[config.mk]
export PLATFORM = sky130hd
export DESIGN_NAME = alu12_core
export DESIGN_NICKNAME = d
export VERILOG_FILES = /design/src/rtl/alu12_pkg.sv /design/src/rtl/alu12_addsub.sv /design/src/rtl/alu12_shifter.sv /design/src/rtl/alu12_mul.sv /design/src/rtl/alu12_core.sv
export SDC_FILE = /design/constraint.sdc
export NUM_CORES = 2
export LEC_CHECK = 0
export BUFFER_PORTS_ARGS = -buffer_cell sky130_fd_sc_hd__buf_4
export CORE_ASPECT_RATIO = 1.4
export CORE_UTILIZATION = 60
export DETAILED_ROUTE_END_ITERATION = 16
export PLACE_DENSITY = 0.82
export SLEW_MARGIN = 0
export SYNTH_ARGS = -nofsm -noshare
export SYNTH_HDL_FRONTEND = slang
export SYNTH_SLANG_ARGS = --single-unit
[constraint.sdc]
create_clock -name vclk -period 13.5
set_clock_uncertainty 0.15 [all_clocks]
set_input_delay 0 -clock vclk [all_inputs]
set_output_delay 0 -clock vclk [all_outputs]
set_load 0.02 [all_outputs]
[src/rtl/alu12_pkg.sv]
package alu12_pkg;

   // Operation field values; the subtract bit qualifies each of them.
   localparam logic [3:0] FN_ADDSUB = 4'h0;
   localparam logic [3:0] FN_SLT    = 4'h1;
   localparam logic [3:0] FN_SLTU   = 4'h2;
   localparam logic [3:0] FN_AND    = 4'h3;
   localparam logic [3:0] FN_NOR    = 4'h4;
   localparam logic [3:0] FN_OR     = 4'h5;
   localparam logic [3:0] FN_SRL    = 4'h6;
   localparam logic [3:0] FN_SLL    = 4'h7;
   localparam logic [3:0] FN_LUI    = 4'h8;
   localparam logic [3:0] FN_MULLO  = 4'h9;
   localparam logic [3:0] FN_MULHI  = 4'hA;

   // Internal one-of-thirteen selection after decode.
   typedef enum logic [3:0] {
      SEL_ADD, SEL_SUB, SEL_SLT, SEL_SLTU, SEL_AND, SEL_NOR, SEL_OR,
      SEL_SRL, SEL_SLL, SEL_LUI, SEL_MLO, SEL_MHI, SEL_NONE
   } alu_sel_e;

   // Pairs the operation field with the subtract bit; anything unlisted is SEL_NONE.
   function automatic alu_sel_e decode_op(input logic [3:0] fn, input logic sub);
      alu_sel_e s;
      s = SEL_NONE;
      case (fn)
         FN_ADDSUB: s = sub ? SEL_SUB : SEL_ADD;
         FN_SLT:    if (sub)  s = SEL_SLT;
         FN_SLTU:   if (sub)  s = SEL_SLTU;
         FN_AND:    if (!sub) s = SEL_AND;
         FN_NOR:    if (!sub) s = SEL_NOR;
         FN_OR:     if (!sub) s = SEL_OR;
         FN_SRL:    if (!sub) s = SEL_SRL;
         FN_SLL:    if (!sub) s = SEL_SLL;
         FN_LUI:    if (!sub) s = SEL_LUI;
         FN_MULLO:  if (!sub) s = SEL_MLO;
         FN_MULHI:  if (!sub) s = SEL_MHI;
         default:   s = SEL_NONE;
      endcase
      return s;
   endfunction

endpackage

[src/rtl/alu12_addsub.sv]
module alu12_addsub #(
   parameter int DATA_W = 32
) (
   input  logic [DATA_W-1:0] a,
   input  logic [DATA_W-1:0] b,
   input  logic              sub,
   output logic [DATA_W-1:0] sum,
   output logic              carry,
   output logic              ovf
);
   localparam int MSB = DATA_W - 1;

   logic [DATA_W-1:0] b_eff;
   logic [DATA_W:0]   full;

   // Subtraction reuses the adder: a + ~b + 1.
   assign b_eff = sub ? ~b : b;
   assign full  = {1'b0, a} + {1'b0, b_eff} + {{DATA_W{1'b0}}, sub};
   assign sum   = full[DATA_W-1:0];
   assign carry = full[DATA_W];
   // Signed overflow: both addends agree in sign, the sum does not.
   assign ovf   = (a[MSB] == b_eff[MSB]) && (sum[MSB] != a[MSB]);
endmodule

[src/rtl/alu12_shifter.sv]
module alu12_shifter #(
   parameter int DATA_W  = 32,
   parameter int SHAMT_W = 5,
   parameter bit LOG_STAGES = 1'b1
) (
   input  logic [DATA_W-1:0]  val,
   input  logic [SHAMT_W-1:0] amt,
   output logic [DATA_W-1:0]  shl,
   output logic [DATA_W-1:0]  shr
);
   generate
      if (LOG_STAGES) begin : g_log
         // One stage per bit of the distance, each moving by a power of two.
         logic [DATA_W-1:0] lft [0:SHAMT_W];
         logic [DATA_W-1:0] rgt [0:SHAMT_W];
         assign lft[0] = val;
         assign rgt[0] = val;
         for (genvar i = 0; i < SHAMT_W; i++) begin : g_stage
            localparam int STEP = 1 << i;
            assign lft[i+1] = amt[i] ? {lft[i][DATA_W-1-STEP:0], {STEP{1'b0}}} : lft[i];
            assign rgt[i+1] = amt[i] ? {{STEP{1'b0}}, rgt[i][DATA_W-1:STEP]} : rgt[i];
         end
         assign shl = lft[SHAMT_W];
         assign shr = rgt[SHAMT_W];
      end else begin : g_op
         assign shl = val << amt;
         assign shr = val >> amt;
      end
   endgenerate
endmodule

[src/rtl/alu12_mul.sv]
module alu12_mul #(
   parameter int DATA_W = 32,
   parameter bit ROW_ARRAY = 1'b0
) (
   input  logic [DATA_W-1:0]   a,
   input  logic [DATA_W-1:0]   b,
   output logic [2*DATA_W-1:0] prod
);
   localparam int PW = 2 * DATA_W;

   generate
      if (ROW_ARRAY) begin : g_rows
         // Explicit shift-and-add rows, one per multiplier bit.
         logic [PW-1:0] acc [0:DATA_W];
         assign acc[0] = '0;
         for (genvar r = 0; r < DATA_W; r++) begin : g_row
            logic [PW-1:0] part;
            assign part     = b[r] ? ({{DATA_W{1'b0}}, a} << r) : '0;
            assign acc[r+1] = acc[r] + part;
         end
         assign prod = acc[DATA_W];
      end else begin : g_op
         assign prod = {{DATA_W{1'b0}}, a} * {{DATA_W{1'b0}}, b};
      end
   endgenerate
endmodule

[src/rtl/alu12_core.sv]
module alu12_core
   import alu12_pkg::*;
#(
   parameter int DATA_W     = 32,
   parameter int SHAMT_W    = $clog2(DATA_W),
   parameter bit LOG_SHIFT  = 1'b1,
   parameter bit MUL_ROWS   = 1'b0
) (
   input  logic [3:0]         fn_code,
   input  logic               sub_bit,
   input  logic [DATA_W-1:0]  opa,
   input  logic [DATA_W-1:0]  opb,
   input  logic [SHAMT_W-1:0] shamt,
   output logic [DATA_W-1:0]  result,
   output logic               zero
);
   localparam int HALF = DATA_W / 2;

   // Elaboration-time parameter checks.
   generate
      if (DATA_W < 4 || (DATA_W % 2) != 0) begin : g_bad_width
         $error("alu12_core: DATA_W must be even and at least 4");
      end
      if ((1 << SHAMT_W) != DATA_W) begin : g_bad_shamt
         $error("alu12_core: SHAMT_W must equal log2(DATA_W) with DATA_W a power of two");
      end
   endgenerate

   alu_sel_e          sel;
   logic [DATA_W-1:0] sum;
   logic              carry;
   logic              ovf;
   logic [DATA_W-1:0] shl;
   logic [DATA_W-1:0] shr;
   logic [2*DATA_W-1:0] prod;
   logic              lt_signed;
   logic              lt_unsigned;

   assign sel = decode_op(fn_code, sub_bit);

   // One adder serves add, subtract and both compares; sub_bit is its carry-in.
   alu12_addsub #(.DATA_W(DATA_W)) u_addsub (
      .a     (opa),
      .b     (opb),
      .sub   (sub_bit),
      .sum   (sum),
      .carry (carry),
      .ovf   (ovf)
   );

   alu12_shifter #(.DATA_W(DATA_W), .SHAMT_W(SHAMT_W), .LOG_STAGES(LOG_SHIFT)) u_shift (
      .val (opb),
      .amt (shamt),
      .shl (shl),
      .shr (shr)
   );

   alu12_mul #(.DATA_W(DATA_W), .ROW_ARRAY(MUL_ROWS)) u_mul (
      .a    (opa),
      .b    (opb),
      .prod (prod)
   );

   // Signed: sign of difference corrected by overflow. Unsigned: borrow = no carry.
   assign lt_signed   = sum[DATA_W-1] ^ ovf;
   assign lt_unsigned = ~carry;

   always_comb begin
      result = '0;
      case (sel)
         SEL_ADD, SEL_SUB: result = sum;
         SEL_SLT:          result = {{(DATA_W-1){1'b0}}, lt_signed};
         SEL_SLTU:         result = {{(DATA_W-1){1'b0}}, lt_unsigned};
         SEL_AND:          result = opa & opb;
         SEL_NOR:          result = ~(opa | opb);
         SEL_OR:           result = opa | opb;
         SEL_SRL:          result = shr;
         SEL_SLL:          result = shl;
         SEL_LUI:          result = {opb[HALF-1:0], {HALF{1'b0}}};
         SEL_MLO:          result = prod[DATA_W-1:0];
         SEL_MHI:          result = prod[2*DATA_W-1:DATA_W];
         default:          result = '0;
      endcase
   end

   assign zero = ~|result;
endmodule

# ---- After elaboration in Yosys (flattened, before gate mapping)
# Index checks and enable logic that the tools add are counted.
dict set report totals {
  regBits 0
  inputBits 74
  output_inout_bits 33
  elab_cells 62
}
dict set report classes {
  addsub 2
  mul 1
  n_eq_ne 23
  mux 24
  bitwise 6
  n_reduce_logical 6
}
# op n
set ops {}
lappend ops {{32-bit two-way mux} 11}
lappend ops {{32-bit one-hot mux with 11 select lines} 1}
lappend ops {{32-bit by 32-bit multiplier with 64-bit output} 1}
lappend ops {{32-bit inverter} 2}
lappend ops {{4-bit one-hot mux with 11 select lines} 1}
lappend ops {{32-bit by 32-bit adder with 33-bit output} 1}
lappend ops {{33-bit by 1-bit adder with 33-bit output} 1}
lappend ops {{32-bit bitwise AND} 1}
lappend ops {{4-bit by 3-bit == test with 1-bit output, second input constant} 8}
lappend ops {{32-bit OR} 1}
lappend ops {{32-bit OR reduction} 1}
lappend ops {{4-bit == test, second input constant} 7}
lappend ops {{4-bit two-way mux} 6}
lappend ops {{4-bit by 2-bit == test with 1-bit output, second input constant} 4}
lappend ops {{3-bit two-way mux} 4}
lappend ops {{4-bit by 1-bit == test with 1-bit output, second input constant} 2}
lappend ops {{4-bit logical NOT} 2}
lappend ops {{2-bit OR reduction} 1}
lappend ops {{1-bit == test} 1}
lappend ops {{1-bit logical AND} 1}
lappend ops {{1-bit logical NOT} 1}
lappend ops {{1-bit two-way mux} 1}
lappend ops {{1-bit != test} 1}
lappend ops {{1-bit inverter} 1}
lappend ops {{1-bit bitwise XOR} 1}

# ---- Depth between registers and ports, before layout
dict set report depth {
  word_depth 10
  depth_mapped 30
  depth_no_buf 27
}

# ---- Hierarchy
# A second synthesis with hierarchy kept.
dict set report unflattened {
  hier_cells 4702
  hier_area_um2 40966.8
}
# module instances cells_each area_per_inst_um2 seq_area_each_um2
set by_module_without_submodules {}
lappend by_module_without_submodules {alu12_mul 1 3653 33108.0 0.0}
lappend by_module_without_submodules {alu12_shifter 1 400 3497.1 0.0}
lappend by_module_without_submodules {alu12_core 1 372 2362.3 0.0}
lappend by_module_without_submodules {alu12_addsub 1 277 1999.4 0.0}

# ---- Worst setup path before layout
# OpenSTA, ideal clock, no wires.
dict set report synth_timing {
  kind {input-to-output}
  startpoint {in opb[8]}
  endpoint {out zero}
  arrival_ns 7.846
  t_required_ns 13.350
  path_slack_ns 5.504
  path_stages 27
  n_path_buf 3
  cell_sequence {clkbuf_1 buf_1 nand2_1 fa_1 fa_1 fa_1 fa_1 inv_1 fa_1 fa_1 fa_1 inv_1 fa_1 inv_1 ha_1 clkbuf_1 a21oi_1 o21ai_0 a21o_1 a221oi_1 nand2_1 o21ai_0 a21oi_1 a211oi_1 mux2i_1 o221ai_1 nor4_2}
}
dict set report synth_via {
  elab_cells_between_ends 25
  classes_between {2 x add/sub; 1 x mul; 1 x eq/ne; 12 x mux; 6 x bitwise; 3 x reduce/logical}
}
# item line_no
set synth_lines {}
lappend synth_lines {{start, declared} alu12_core.sv:12} ;# input logic [DATA_W-1:0] opb,
lappend synth_lines {{parallel branches: the longest is 5 deep, another holds 32-bit by 32-bit adder with 33-bit output} n/a}
lappend synth_lines {{32-bit one-hot mux with 11 select lines (*)} alu12_core.sv:70} ;# case (sel)
lappend synth_lines {{via result[29]} alu12_core.sv:14} ;# output logic [DATA_W-1:0] result,
lappend synth_lines {{32-bit OR reduction (*)} alu12_core.sv:86} ;# assign zero = ~|result;
lappend synth_lines {{1-bit logical NOT (*)} alu12_core.sv:86}
lappend synth_lines {{end, declared} alu12_core.sv:15} ;# output logic zero
# Mark *: on every way through the listed nets, which the timed path passes.

# ---- Worst setup path after layout
dict set report layout_timing {
  startpoint {in opb[11]}
  endpoint {out zero}
}
dict set report layout_via {
  elab_chain_cells 10
  elab_cells_between_ends 25
  classes_between {2 x add/sub; 1 x mul; 1 x eq/ne; 12 x mux; 6 x bitwise; 3 x reduce/logical}
}
# item line_no
set layout_lines {}
lappend layout_lines {{32-bit inverter} alu12_addsub.sv:17} ;# assign b_eff = sub ? ~b : b;
lappend layout_lines {{32-bit two-way mux} alu12_addsub.sv:17}
lappend layout_lines {{32-bit by 32-bit adder with 33-bit output} alu12_addsub.sv:18} ;# assign full = {1'b0, a} + {1'b0, b_eff} + {{DATA_W{1'b0}}, sub};
lappend layout_lines {{33-bit by 1-bit adder with 33-bit output} alu12_addsub.sv:18}
lappend layout_lines {{1-bit != test} alu12_addsub.sv:22} ;# assign ovf = (a[MSB] == b_eff[MSB]) && (sum[MSB] != a[MSB]);
lappend layout_lines {{1-bit logical AND} alu12_addsub.sv:22}
lappend layout_lines {{1-bit bitwise XOR} alu12_core.sv:65} ;# assign lt_signed = sum[DATA_W-1] ^ ovf;
lappend layout_lines {{32-bit one-hot mux with 11 select lines (*)} alu12_core.sv:70}
lappend layout_lines {{32-bit OR reduction (*)} alu12_core.sv:86}
lappend layout_lines {{1-bit logical NOT (*)} alu12_core.sv:86}
# Every way passes the cells marked *; elsewhere a longest branch is shown, timed or not.

==> flow_summary.ini <==
[status]
status = finished, violations left
violations = max-capacitance violations, max-slew violations

[hold_path]
hold_class = in2out
hold_start = fn_code[3]

[critical_path]
startpoint = opb[11]
crit_top_cell = fa_1
cp.buffers_inverters = 5
cp.arrival_ns = 9.57
worst-setup-path-type = in2out
start_kind = input port
slowest_delay_ns = 0.70
endpoint_kind = output port
path_delay_family = adder cells
critical_path_required_ns = 13.35
path_max_fanout = 44
crit_path_top_delay_cell = a221oi_1

[timing]
tightest_slew_ns = 1.602
hold_viol_final = 0
layout_min_cycle_time_ns = 9.720
fmax_mhz = 102.9
setup_violations = 0
rsz0062_at_grt = false
hold_slack_ns = 0.8976
drv_slew = 3
tns_ns = 0
relSlewSlack_pct = -6.992
period_share_pct = 72.00

[global_route]
busiest_layer = met2
grt_pass1_wl_mm = 253.1
antenna_found_initial = 31
use_met2_pct = 77.91
grt_pass1_vias = 39700
grt_use_total_pct = 49.96
overflow = 0
grt_start_max_net_pins = 54
grt_util_met3_pct = 15.36
grtUsageMet1_pct = 54.92

[final_layout]
fin_util_pct = 62.14
drive_gt1_share_pct = 4.928
syn_to_final_growth_pct = 2.005
nFlopsAndLatches = 0
final_common_cell = fa_1
fillers = 5735
fin_nets = 5975
final_cell_mix = fa_1, inv_1, nand2_1, and2_1, ha_1
clock_buffers = 0
seq_area_sq_um = 0

[drt]
dr.pass1.iters = 8
wl_per_cell_um = 30.06
wl_mm = 169.6
drtIter0Drc = 3959
vias = 37080
drc = 0
via_per_inst = 6.572
ant_nets = 0

[placement]
dp_hpwl_mm = 124.5
numPortBuffers = 107
place_congestion = 1.083

[clock_network]
postCtsSetupBuffers = 0
holdBufCountCts = 0
post_cts_resized = 0

[synth]
synthDistinctLibCells = 84
synth_xor_area_share_pct = 1.903
synth.area.mux_share_pct = 4.355
synth_fa_ha_area_share_pct = 52.23
syn_inst = 4940
synth_nets = 6205
synth.yosys.warnings = 0
synth_compound_area_share_pct = 9.481
synth.avg_cell_area_sq_um = 8.386
ys_seq_area_share_pct = 0
synth_top_family_by_area = adder cells
synthSimpleGateAreaFrac_pct = 20.58
synth_area_sq_um = 41430

[floorplan]
die_area_sq_um = 70110
die_w_um = 224.1
rows = 113
ios = 107
initial_utilization_pct = 60.92
die_h_um = 312.9
core_area_sq_um = 68010

[flow_run]
cap_viol_max_count = 1
[cell type report]
class	count	area, sq um	area share [%]
Tap cell	920	1151	2.724
Antenna cell	14	35.03	0.08290
Timing Repair Buffer	139	1051	2.487
Inverter	878	3296	7.799
Multi-Input combinational cell	3691	36730	86.91
[final timing paths]
check / to / slack (ns) / depth (start not counted)
worst min-delay path: result[18] / 0.90 / 6
worst max-delay path: zero / 3.78 / 26
[Yosys cell counts (8+ instances only)]
cell type | count | area [sq um]
fa_1 | 897 | 17960
inv_1 | 876 | 3288
nand2_1 | 650 | 2440
and2_1 | 595 | 3722
clkbuf_1 | 322 | 1209
ha_1 | 294 | 3679
a21oi_1 | 154 | 770.7
nor2_1 | 143 | 536.8
o21ai_0 | 110 | 550.5
mux2i_1 | 70 | 700.7
nand3_1 | 68 | 340.3
nor3_1 | 67 | 335.3
a21o_1 | 54 | 405.4
nand4_1 | 51 | 319.1
xor2_1 | 49 | 429.2
xnor2_1 | 41 | 359.1
mux4_2 | 37 | 833.3
buf_1 | 34 | 127.6
a211oi_1 | 32 | 240.2
a221oi_1 | 26 | 227.7
o211ai_1 | 23 | 172.7
mux2_2 | 22 | 247.7
o21a_1 | 21 | 157.7
nor4_1 | 20 | 125.1
nor2b_1 | 16 | 100.1
a31oi_1 | 15 | 93.84
o21bai_1 | 15 | 112.6
and3_1 | 13 | 81.33
nand2b_1 | 12 | 75.07
o22ai_1 | 12 | 75.07
a22oi_1 | 11 | 82.58
o221ai_1 | 11 | 96.34
o32ai_1 | 11 | 96.34
or3_1 | 11 | 68.82
and4_1 | 10 | 87.58
a221o_1 | 9 | 90.09
a32oi_1 | 8 | 70.07
buf_2 | 8 | 40.04
o31ai_1 | 8 | 60.06
[cells by family (layout without fill, tap and decap cells)]
logic type	Yosys count	after routing
and+or+nand+nor	1691	1691
buffers and inverters	1249	1017
adders and majority gates	1191	1191
AOI/OAI and AO/OA	589	589
muxes	130	130
xor gates and xnor gates	90	90
other	0	14
[per-stage QoR]
step           cell area [sq um]  std cells  setup WS (ns)
2_1_floorplan              41430       4940          5.504
4_1_cts                    42190       5625          4.209
3_5_place_dp               42190       5625          4.243
3_3_place_gp               42190       5625          4.232
5_1_grt                    42250       5637          3.619
6_report                   42260       5642          3.780
[tightest hold or removal path: stages]
cell     delay (ns)
buf_4          0.23
nor4_2         0.07
buf_4          0.23
a21oi_1        0.17
nand2_1        0.13
buf_4          0.19
[metal layers]
metal  up-vias  part of all wire, %
met5         -                0.075
met4        22                   11
met3       936                   11
met2      2589                   45
met1     18560                   32
li1      14970                    -
